===== config.mk =====
export PLATFORM = sky130hd
export DESIGN_NAME = tx_frame_seq
export DESIGN_NICKNAME = d
export VERILOG_FILES = /design/src/rtl/tx_seq_pkg.sv /design/src/rtl/tx_sym_timer.sv /design/src/rtl/tx_fcs_crc.sv /design/src/rtl/tx_frame_seq.sv
export SDC_FILE = /design/constraint.sdc
export NUM_CORES = 1
export LEC_CHECK = 0
export ABC_AREA = 1
export BUFFER_PORTS_ARGS = -buffer_cell sky130_fd_sc_hd__buf_2
export CAP_MARGIN = 10
export CORE_AREA = 2 2 92 94
export DETAILED_ROUTE_END_ITERATION = 16
export DIE_AREA = 0 0 94 96
export GPL_TIMING_DRIVEN = 0
export PLACE_DENSITY = 0.85
export SLEW_MARGIN = 20
export SYNTH_ARGS = -nofsm -noshare
export SYNTH_HDL_FRONTEND = slang
export SYNTH_SLANG_ARGS = --single-unit

===== constraint.sdc =====
create_clock -name clk -period 1.4 [get_ports clk]
set_input_delay 0.28 -clock clk [delete_from_list [all_inputs] [get_ports clk]]
set_output_delay 0.28 -clock clk [all_outputs]
set_load 0.02 [all_outputs]

===== src/rtl/tx_seq_pkg.sv =====
package tx_seq_pkg;

  typedef enum logic [2:0] {
    ST_IDLE,
    ST_BACKOFF,
    ST_CCA,
    ST_HDR,
    ST_RD,
    ST_LAT,
    ST_BYTE,
    ST_FCS
  } tx_state_t;

  localparam logic [7:0]  SFD_VALUE     = 8'hA7;
  localparam int          PREAMBLE_SYMS = 8;
  localparam int          CCA_SYMS      = 8;
  localparam int          BACKOFF_UNIT  = 20;
  localparam logic [15:0] CRC_POLY_REFL = 16'h8408;

  // Reflected CRC-16 update, bit 0 of the byte first.
  function automatic logic [15:0] crc16_byte(input logic [15:0] c_in, input logic [7:0] d);
    logic [15:0] c;
    c = c_in;
    for (int i = 0; i < 8; i++) begin
      if (c[0] ^ d[i]) c = (c >> 1) ^ CRC_POLY_REFL;
      else             c = c >> 1;
    end
    return c;
  endfunction

  // Payload bytes after the length byte: L-2, clamped at zero.
  function automatic logic [7:0] payload_count(input logic [7:0] len);
    return (len >= 8'd2) ? (len - 8'd2) : 8'd0;
  endfunction

endpackage


===== src/rtl/tx_sym_timer.sv =====
module tx_sym_timer #(
  parameter int TW = 9
) (
  input  logic          clk,
  input  logic          rst_n,
  input  logic          load_i,
  input  logic [TW-1:0] load_val_i,
  input  logic          tick_i,
  output logic          expire_o
);
  logic [TW-1:0] cnt_q;

  always_ff @(posedge clk or negedge rst_n) begin
    if (!rst_n)                           cnt_q <= '0;
    else if (load_i)                      cnt_q <= load_val_i;
    else if (tick_i && cnt_q != '0)       cnt_q <= cnt_q - 1'b1;
  end

  assign expire_o = tick_i && (cnt_q == TW'(1));
endmodule


===== src/rtl/tx_fcs_crc.sv =====
module tx_fcs_crc
  import tx_seq_pkg::*;
(
  input  logic        clk,
  input  logic        rst_n,
  input  logic        clear_i,
  input  logic        en_i,
  input  logic [7:0]  data_i,
  output logic [15:0] crc_o
);
  logic [15:0] crc_q;

  always_ff @(posedge clk or negedge rst_n) begin
    if (!rst_n)       crc_q <= '0;
    else if (clear_i) crc_q <= '0;
    else if (en_i)    crc_q <= crc16_byte(crc_q, data_i);
  end

  assign crc_o = crc_q;
endmodule


===== src/rtl/tx_frame_seq.sv =====
module tx_frame_seq
  import tx_seq_pkg::*;
#(
  parameter int AW = 8,
  parameter int BW = 4
) (
  input  logic          clk,
  input  logic          rst_n,
  input  logic          start_i,
  input  logic [AW-1:0] start_addr_i,
  input  logic [BW-1:0] backoff_i,
  input  logic          sym_tick_i,
  output logic          bb_tx_mode_o,
  output logic          cca_active_o,
  input  logic          cca_clear_i,
  output logic          mem_rd_en_o,
  output logic [AW-1:0] mem_addr_o,
  input  logic [7:0]    mem_rd_data_i,
  output logic          sym_valid_o,
  output logic [3:0]    sym_data_o,
  input  logic          sym_ready_i,
  output logic          busy_o,
  output logic          done_o,
  output logic          chan_busy_o
);
  localparam int TW      = BW + 5;
  localparam int HDR_SYMS = PREAMBLE_SYMS + 2;
  localparam int HCW     = $clog2(HDR_SYMS);

  tx_state_t      state_q;
  logic [AW-1:0]  addr_q;
  logic [7:0]     remain_q;
  logic [7:0]     byte_q;
  logic           nib_hi_q;
  logic           is_len_q;
  logic [HCW-1:0] hdr_cnt_q;
  logic [1:0]     fcs_cnt_q;
  logic           done_q, cbusy_q;

  // Named internal events.
  logic           sym_fire, tmr_load, tmr_expire, crc_en, crc_clear, start_ok;
  logic [TW-1:0]  tmr_val;
  logic [15:0]    crc_val;

  assign start_ok  = (state_q == ST_IDLE) && start_i;
  assign sym_fire  = sym_valid_o && sym_ready_i;
  assign crc_en    = (state_q == ST_LAT) && !is_len_q;
  assign crc_clear = start_ok;
  assign tmr_load  = (start_ok) || ((state_q == ST_BACKOFF) && tmr_expire);
  assign tmr_val   = (start_ok && backoff_i != '0) ? TW'(backoff_i) * TW'(BACKOFF_UNIT)
                                                   : TW'(CCA_SYMS);

  tx_sym_timer #(.TW(TW)) u_timer (
    .clk(clk), .rst_n(rst_n), .load_i(tmr_load), .load_val_i(tmr_val),
    .tick_i(sym_tick_i), .expire_o(tmr_expire)
  );

  tx_fcs_crc u_crc (
    .clk(clk), .rst_n(rst_n), .clear_i(crc_clear), .en_i(crc_en),
    .data_i(mem_rd_data_i), .crc_o(crc_val)
  );

  always_ff @(posedge clk or negedge rst_n) begin
    if (!rst_n) begin
      state_q   <= ST_IDLE;
      addr_q    <= '0;
      remain_q  <= '0;
      byte_q    <= '0;
      nib_hi_q  <= 1'b0;
      is_len_q  <= 1'b0;
      hdr_cnt_q <= '0;
      fcs_cnt_q <= '0;
      done_q    <= 1'b0;
      cbusy_q   <= 1'b0;
    end else begin
      done_q  <= 1'b0;
      cbusy_q <= 1'b0;
      unique case (state_q)
        ST_IDLE: if (start_i) begin
          addr_q  <= start_addr_i;
          state_q <= (backoff_i != '0) ? ST_BACKOFF : ST_CCA;
        end
        ST_BACKOFF: if (tmr_expire) state_q <= ST_CCA;
        ST_CCA: if (tmr_expire) begin
          if (cca_clear_i) begin
            state_q   <= ST_HDR;
            hdr_cnt_q <= '0;
          end else begin
            state_q <= ST_IDLE;
            cbusy_q <= 1'b1;
          end
        end
        ST_HDR: if (sym_fire) begin
          if (hdr_cnt_q == HCW'(HDR_SYMS - 1)) begin
            state_q  <= ST_RD;
            is_len_q <= 1'b1;
          end else begin
            hdr_cnt_q <= hdr_cnt_q + 1'b1;
          end
        end
        ST_RD: state_q <= ST_LAT;
        ST_LAT: begin
          byte_q   <= mem_rd_data_i;
          addr_q   <= addr_q + 1'b1;
          nib_hi_q <= 1'b0;
          is_len_q <= 1'b0;
          remain_q <= is_len_q ? payload_count(mem_rd_data_i) : remain_q - 1'b1;
          state_q  <= ST_BYTE;
        end
        ST_BYTE: if (sym_fire) begin
          if (!nib_hi_q) begin
            nib_hi_q <= 1'b1;
          end else if (remain_q == '0) begin
            state_q   <= ST_FCS;
            fcs_cnt_q <= '0;
          end else begin
            state_q <= ST_RD;
          end
        end
        ST_FCS: if (sym_fire) begin
          if (fcs_cnt_q == 2'd3) begin
            state_q <= ST_IDLE;
            done_q  <= 1'b1;
          end else begin
            fcs_cnt_q <= fcs_cnt_q + 1'b1;
          end
        end
        default: state_q <= ST_IDLE;
      endcase
    end
  end

  always_comb begin
    sym_valid_o = 1'b0;
    sym_data_o  = 4'h0;
    unique case (state_q)
      ST_HDR: begin
        sym_valid_o = 1'b1;
        if (hdr_cnt_q == HCW'(PREAMBLE_SYMS))          sym_data_o = SFD_VALUE[3:0];
        else if (hdr_cnt_q == HCW'(PREAMBLE_SYMS + 1)) sym_data_o = SFD_VALUE[7:4];
        else                                           sym_data_o = 4'h0;
      end
      ST_BYTE: begin
        sym_valid_o = 1'b1;
        sym_data_o  = nib_hi_q ? byte_q[7:4] : byte_q[3:0];
      end
      ST_FCS: begin
        sym_valid_o = 1'b1;
        sym_data_o  = crc_val[{fcs_cnt_q, 2'b00} +: 4];
      end
      default: ;
    endcase
  end

  assign mem_rd_en_o  = (state_q == ST_RD);
  assign mem_addr_o   = addr_q;
  assign bb_tx_mode_o = (state_q != ST_IDLE) && (state_q != ST_BACKOFF);
  assign cca_active_o = (state_q == ST_CCA);
  assign busy_o       = (state_q != ST_IDLE);
  assign done_o       = done_q;
  assign chan_busy_o  = cbusy_q;
endmodule


* Yosys cells after proc, flatten, opt, wreduce, memory -nomap -nowiden *
Cells that the tools add are included.

cells by class
  add/subtract/negate cells = 6
  multipliers = 1
  order comparisons = 1
  equality and inequality tests = 25
  shift-type cells = 1
  muxes and demuxes = 71
  bitwise logic cells = 16
  reductions and logical operators = 29

operators by type and width
  operator                                                                              number
  16-bit 2-to-1 mux                                                                     24
  4-bit 2-to-1 mux                                                                      7
  3-bit 2-to-1 mux                                                                      9
  9-bit 2-to-1 mux                                                                      3
  8-bit 2-to-1 mux                                                                      3
  2-bit NOT with 3-bit output                                                           8
  3-bit case mux with 8 select lines                                                    1
  2-bit != test (second input constant)                                                 11
  2-bit 2-to-1 mux                                                                      8
  8-bit case mux with 2 select lines                                                    1
  16-bit by 5-bit indexed part select with 4-bit output                                 1
  2-bit nonzero test                                                                    7
  3-bit == test (second input constant)                                                 4
  4-bit case mux with 3 select lines                                                    1
  1-bit 2-to-1 mux                                                                      10
  9-bit by 1-bit == test with 1-bit output (second input constant)                      1
  9-bit AND reduction                                                                   1
  9-bit nonzero test                                                                    1
  9-bit by 1-bit subtractor with 9-bit output (second input constant)                   1
  8-bit by 1-bit adder with 8-bit output (second input constant)                        1
  4-bit == test (second input constant)                                                 2
  8-bit by 2-bit greater-or-equal comparator with 1-bit output (second input constant)  1
  1-bit logical AND                                                                     8
  8-bit zero test                                                                       1
  24 further kinds                                                                      35

storage, ports and cells
  bits in registers = 62
  input bits = 26
  output and inout port bits = 19
  word-level logic and storage cells = 162

* Longest topological paths before layout *
  depth after elaboration = 32
  mapped depth = 10
  depth with buffers taken out = 10

* Modules after synthesis *
A second synthesis with hierarchy kept.

second synthesis, totals
  cell total of the unflattened synthesis = 678
  area, all modules = 4476.8 µm²

modules (own cells, without submodules)
  module        instances  cells an instance  area an instance (µm²)  seq. area each (µm²)
  tx_frame_seq  1          417                2753.9                  925.9
  tx_fcs_crc    1          157                1003.5                  400.4
  tx_sym_timer  1          104                719.4                   225.2

* Least setup slack after synthesis *
Ideal clock, no wire load.

  path type = in2reg
  from = in backoff_i[1]
  to = reg u_timer.cnt_q[7]
  setup time = 117 ps
  data arrival time = 1482 ps
  required time = 1283 ps
  slack = -199 ps
  cell stages on the path = 8
  path buffers = 0
  path through = ha_1 ha_1 fa_1 xor2_1 nand2_1 nand2_1 nand2_1 nand2_1

on the way
  longest elaborated chain between the ends = 4
  elaborated cells on any way between the ends = 5
  those cells by class = mul: 1; mux: 2; reduce/logical: 2

RTL lines
  what                                                                                 RTL line            RTL
  start: declaration                                                                   tx_frame_seq.sv:11  input logic [BW-1:0] backoff_i,
  branches (longest 2 deep; another with 4-bit by 3-bit multiplier with 7-bit output)  -
  9-bit 2-to-1 mux *                                                                   tx_frame_seq.sv:50  assign tmr_val = (start_ok && backoff_i != '0) ? TW'(backoff_i) * TW'(BACKOFF_UNIT)
  9-bit 2-to-1 mux *                                                                   tx_sym_timer.sv:15  else if (load_i) cnt_q <= load_val_i;
  end signal: assignment                                                               tx_sym_timer.sv:15
  end signal: assignment                                                               tx_sym_timer.sv:16  else if (tick_i && cnt_q != '0) cnt_q <= cnt_q - 1'b1;
  end: declaration                                                                     tx_sym_timer.sv:11  logic [TW-1:0] cnt_q;

Every way passes the cells marked *.
A chain may end at the register's enable or synchronous reset.

* Worst setup path in the final report *
  from = reg state_q[0]
  to = reg u_timer.cnt_q[8]

on the way
  longest elaborated chain between the ends = 5
  elaborated cells on any way between the ends = 9
  those cells by class = eq/ne: 1; mux: 2; reduce/logical: 6

RTL lines
  what                      RTL line            RTL
  start: declaration        tx_frame_seq.sv:30  tx_state_t state_q;
  start signal: assignment  tx_frame_seq.sv:81  state_q <= (backoff_i != '0) ? ST_BACKOFF : ST_CCA;
  3-bit zero test           tx_frame_seq.sv:45  assign start_ok = (state_q == ST_IDLE) && start_i;
  1-bit logical AND         tx_frame_seq.sv:45
  1-bit logical AND         tx_frame_seq.sv:50
  9-bit 2-to-1 mux          tx_frame_seq.sv:50
  9-bit 2-to-1 mux          tx_sym_timer.sv:15

Several ways; a longest one is shown, not always the timed one.

==> metrics.md <==
| Metric | Value |
|---|---|
| Via count | `4,520` |
| Relative slew slack | `61.2%` |
| CTS Root Buffer Type | `clkbuf_8` |
| Fraction of layout cells with a size suffix above 1 | `30.7%` |
| Setup tns final | `-20.82 ns` |
| Most common cell in the netlist | `nand2_1` |
| Endpoint class of the critical path | `register` |
| Final Slew Violations | `0` |
| Syn_nets | `615` |
| Sink Count | `62` |
| Clock skew | `0.0175 ns` |
| Final Hold Viols | `0` |
| Hold-critical path depth | `3` |
| Initial antenna violation count | `0` |
| Post-synth ARST share | `100%` |
| Vias per std cell | `5.79` |
| Final setup vio count | `65` |
| WL per Instance | `16.8 um` |
| Worst skew pair latency | `0.35 ns` |
| Vias in the first global route | `4,306` |
| Setup crit start kind | `register` |
| Period minus WS final | `1.94 ns` |
| Hold Path End | `mem_addr_o[5]$_DFFE_PN0P_` |
| Largest net degree at the start of global routing | `48` |
| HP Class | `in2reg` |
| Post-synthesis sequential area ratio | `37.0%` |
| Routability Congestion | `0.941` |
| Area share of the largest cell type after synthesis | `37.0%` |
| Maximum VDD drop | `0.878 mV` |
| Mean post-synth cell area | `7.31 um2` |
| CTS Buf Count | `9` |
| Filler cell count | `547` |
| Power per Cell Area | `2090 nW/um2` |
| Setup slack, reg-to-reg | `-0.54 ns` |
| Initial Util | `52.0%` |
| Total Wirelength | `13.1 mm` |
| Ys flop type | `dfrtp_1` |
| Die area | `9020 um2` |
| Row Count | `33` |
| Post-synthesis register bit count | `62` |
| Clock Pin Slew Worst Setup and Hold Paths | `0.09 ns` |
| Mapped Cells | `573` |
| Slack of the critical path | `-0.543 ns` |
| GRT Util Overall | `28.6%` |
| Ys Warns | `0` |
| PortBufs | `44` |
| Unrepaired setup endpoints after global routing | `true` |
| Synth area leader | `dfrtp_1` |
| Crit Path Max Fanout | `5` |
| Post-route ant nets | `0` |
| First-pass GRT wire length | `20.2 mm` |
| CP required | `1.62 ns` |
| Layout overhead on the synthesized area | `35.2%` |
| Number of H-tree levels | `3` |
| Worst reg2reg path depth | `11` |
| Violated checks | `negative setup slack` |
| Arr. time, crit path | `2.16 ns` |
| Die W | `94 um` |
| I/O pins | `45` |
| Layout net count | `712` |
| WS Path Type | `reg2reg` |
| Final period util | `139%` |
| Actual slew at the worst max-slew pin | `0.578 ns` |
| Remaining Overflow, GRT | `0` |
| Diode count | `0` |
| Post-DP HPWL | `7.62 mm` |
| R2r startpoint | `state_q[0]$_DFFE_PN0P_` |
| Max-Cap Viols | `0` |
| Initial DRC Count | `357` |
| RR Endpoint | `u_timer.cnt_q[8]$_DFFE_PN0P_` |
| Area of the core | `8050 um2` |
| Number of remaining DRC errors | `0` |
| DR pass1 iterations | `5` |
| Bufs on Longest Clock Path | `2` |
| Number of synthesized flops with an enable pin | `0` |
| Syn Std Cell Area | `4190 um2` |
| Status | `finished, violations left` |
| CTS tree | `built` |
| LEAKAGE | `0.00281 uW` |
| Most instantiated cells after synthesis | `nand2_1 (173), inv_1 (71), dfrtp_1 (62)` |
| FMAX | `0.515 GHz` |
| Min-delay src | `start_addr_i[5]` |
| Die extent in y | `96 um` |
| Unique masters post-synth | `40` |
| Synth area leaders | `dfrtp_1 (37%), nand2_1 (15%), inv_1 (6.4%), nand3_1 (5.0%), ha_1 (4.5%)` |
| Overall power | `11,800 uW` |
==> flip-flops by register name (all words and copies together) (netlist names) <==
| signal | cells |
|---|---|
| u_timer.cnt_q | 9 |
| mem_addr_o | 8 |
| chan_busy_o | 1 |
| state_q | 3 |
| hdr_cnt_q | 4 |
| done_o | 1 |
| nib_hi_q | 1 |
| u_crc.crc_o | 16 |
| remain_q | 8 |
| byte_q | 8 |
| is_len_q | 1 |
| fcs_cnt_q | 2 |
==> cells by family after synthesis <==
kind of cell    count (synthesis)  synth area share [%]
xor+xnor                       31                  6.66
compound gates                 86                  11.5
simple gates                  291                  31.1
fa+ha+maj                      16                  4.96
flops                          62                  37.0
buf+inv                        87                  8.75
==> per-stage QoR <==
step	utilization, %	instances	cell area, um2	setup WS, ns	hold WS (ns)
after CTS	67.9	771	5470	-0.479	0.149
after detailed placement	57.3	723	4620	-0.299	0.169
final	70.4	780	5670	-0.543	0.178
after global placement	57.0	722	4590	-0.292	0.464
after global routing	70.4	780	5670	-0.595	0.183
after floorplan	-	573	4240	-0.0859	-0.0156
==> cell type report <==
cell class | count | area [um2] | area share, %
sequential | 62 | 1560 | 27.5
buffer | 10 | 125 | 2.21
timing repair buffer | 84 | 706 | 12.5
tap | 105 | 131 | 2.32
inverter | 77 | 324 | 5.72
clock buffer | 9 | 124 | 2.19
multi-input combinational | 425 | 2590 | 45.8
timing repair inverter | 1 | 6.26 | 0.110
clock inverter | 7 | 97.6 | 1.72
==> routing by layer <==
metal / up-vias / track usage [%] / wire length (um) / part of all wire [%]
li1: 2050 / - / - / -
met1: 2152 / 36.4 / 5120 / 39
met2: 258 / 48.7 / 6520 / 50
met3: 60 / 5.09 / 997 / 7.6
met4: 0 / 11.2 / 495 / 3.8
met5: - / 0 / 0 / 0
==> critical path: stages (launching register included) <==
cell and delay, ns:
dfrtp_1 0.46, inv_2 0.11, buf_4 0.14, nand2_2 0.09
nor2_4 0.19, buf_12 0.13, nand2_4 0.07, bufbuf_16 0.27
nand3_1 0.10, nand2_1 0.09, nand2_1 0.10, nand2_1 0.08
==> cells in the final DEF, fill, tap and decap left out, types with 3 or more instances in the layout <==
| master | n |
|---|---|
| o211ai_1 | 7 |
| buf_12 | 4 |
| inv_4 | 7 |
| ha_1 | 8 |
| nand3_1 | 37 |
| ha_4 | 4 |
| a21oi_2 | 7 |
| nor2_4 | 10 |
| o22ai_2 | 3 |
| dfrtp_1 | 58 |
| o21ai_1 | 18 |
| inv_2 | 10 |
| xor2_1 | 20 |
| ha_2 | 3 |
| clkbuf_8 | 9 |
| dfrtp_2 | 4 |
| o21ai_0 | 23 |
| buf_4 | 28 |
| buf_6 | 20 |
| nand2_4 | 3 |
| inv_1 | 58 |
| nor3_1 | 3 |
| buf_2 | 35 |
| nand4_1 | 11 |
| xnor2_1 | 10 |
| o22ai_1 | 5 |
| nand3_2 | 5 |
| nand2_2 | 16 |
| nand3_4 | 3 |
| nor2_1 | 27 |
| a21oi_1 | 10 |
| nand2_1 | 163 |
| nor2_2 | 5 |
==> how the worst max path moves through the flow <==
stage | startpoint | to | slack [ns] | cells past startpoint
finish | state_q[0]$_DFFE_PN0P_ | u_timer.cnt_q[8]$_DFFE_PN0P_ | -0.54 | 11
global route | hdr_cnt_q[1]$_DFFE_PN0P_ | sym_data_o[3] | -0.59 | 6
CTS | fcs_cnt_q[0]$_DFFE_PN0P_ | sym_data_o[3] | -0.48 | 8
detailed placement | fcs_cnt_q[0]$_DFFE_PN0P_ | sym_data_o[3] | -0.30 | 8
global placement | fcs_cnt_q[0]$_DFFE_PN0P_ | sym_data_o[1] | -0.29 | 8
floorplan | hdr_cnt_q[1]$_DFFE_PN0P_ | sym_data_o[3] | -0.09 | 5
==> repair_timing <==
item | 4_1_cts | 5_1_grt
hold buffers | 1 | 0
resized for setup | 103 | 37
pin swaps | 23 | 15
endpoints found under the hold margin | 15 | 0
gates cloned | 6 | 0
endpoints found under the setup margin | 65 | 69
buffers inserted | 25 | 9
==> power breakdown <==
| part | switching, uW | leakage, uW | internal, uW |
|---|---|---|---|
| registers | 686 | 0.000771 | 2490 |
| clock network | 833 | 0.000106 | 1010 |
| logic | 4020 | 0.00193 | 2800 |
(Power assumes the default switching activity.)
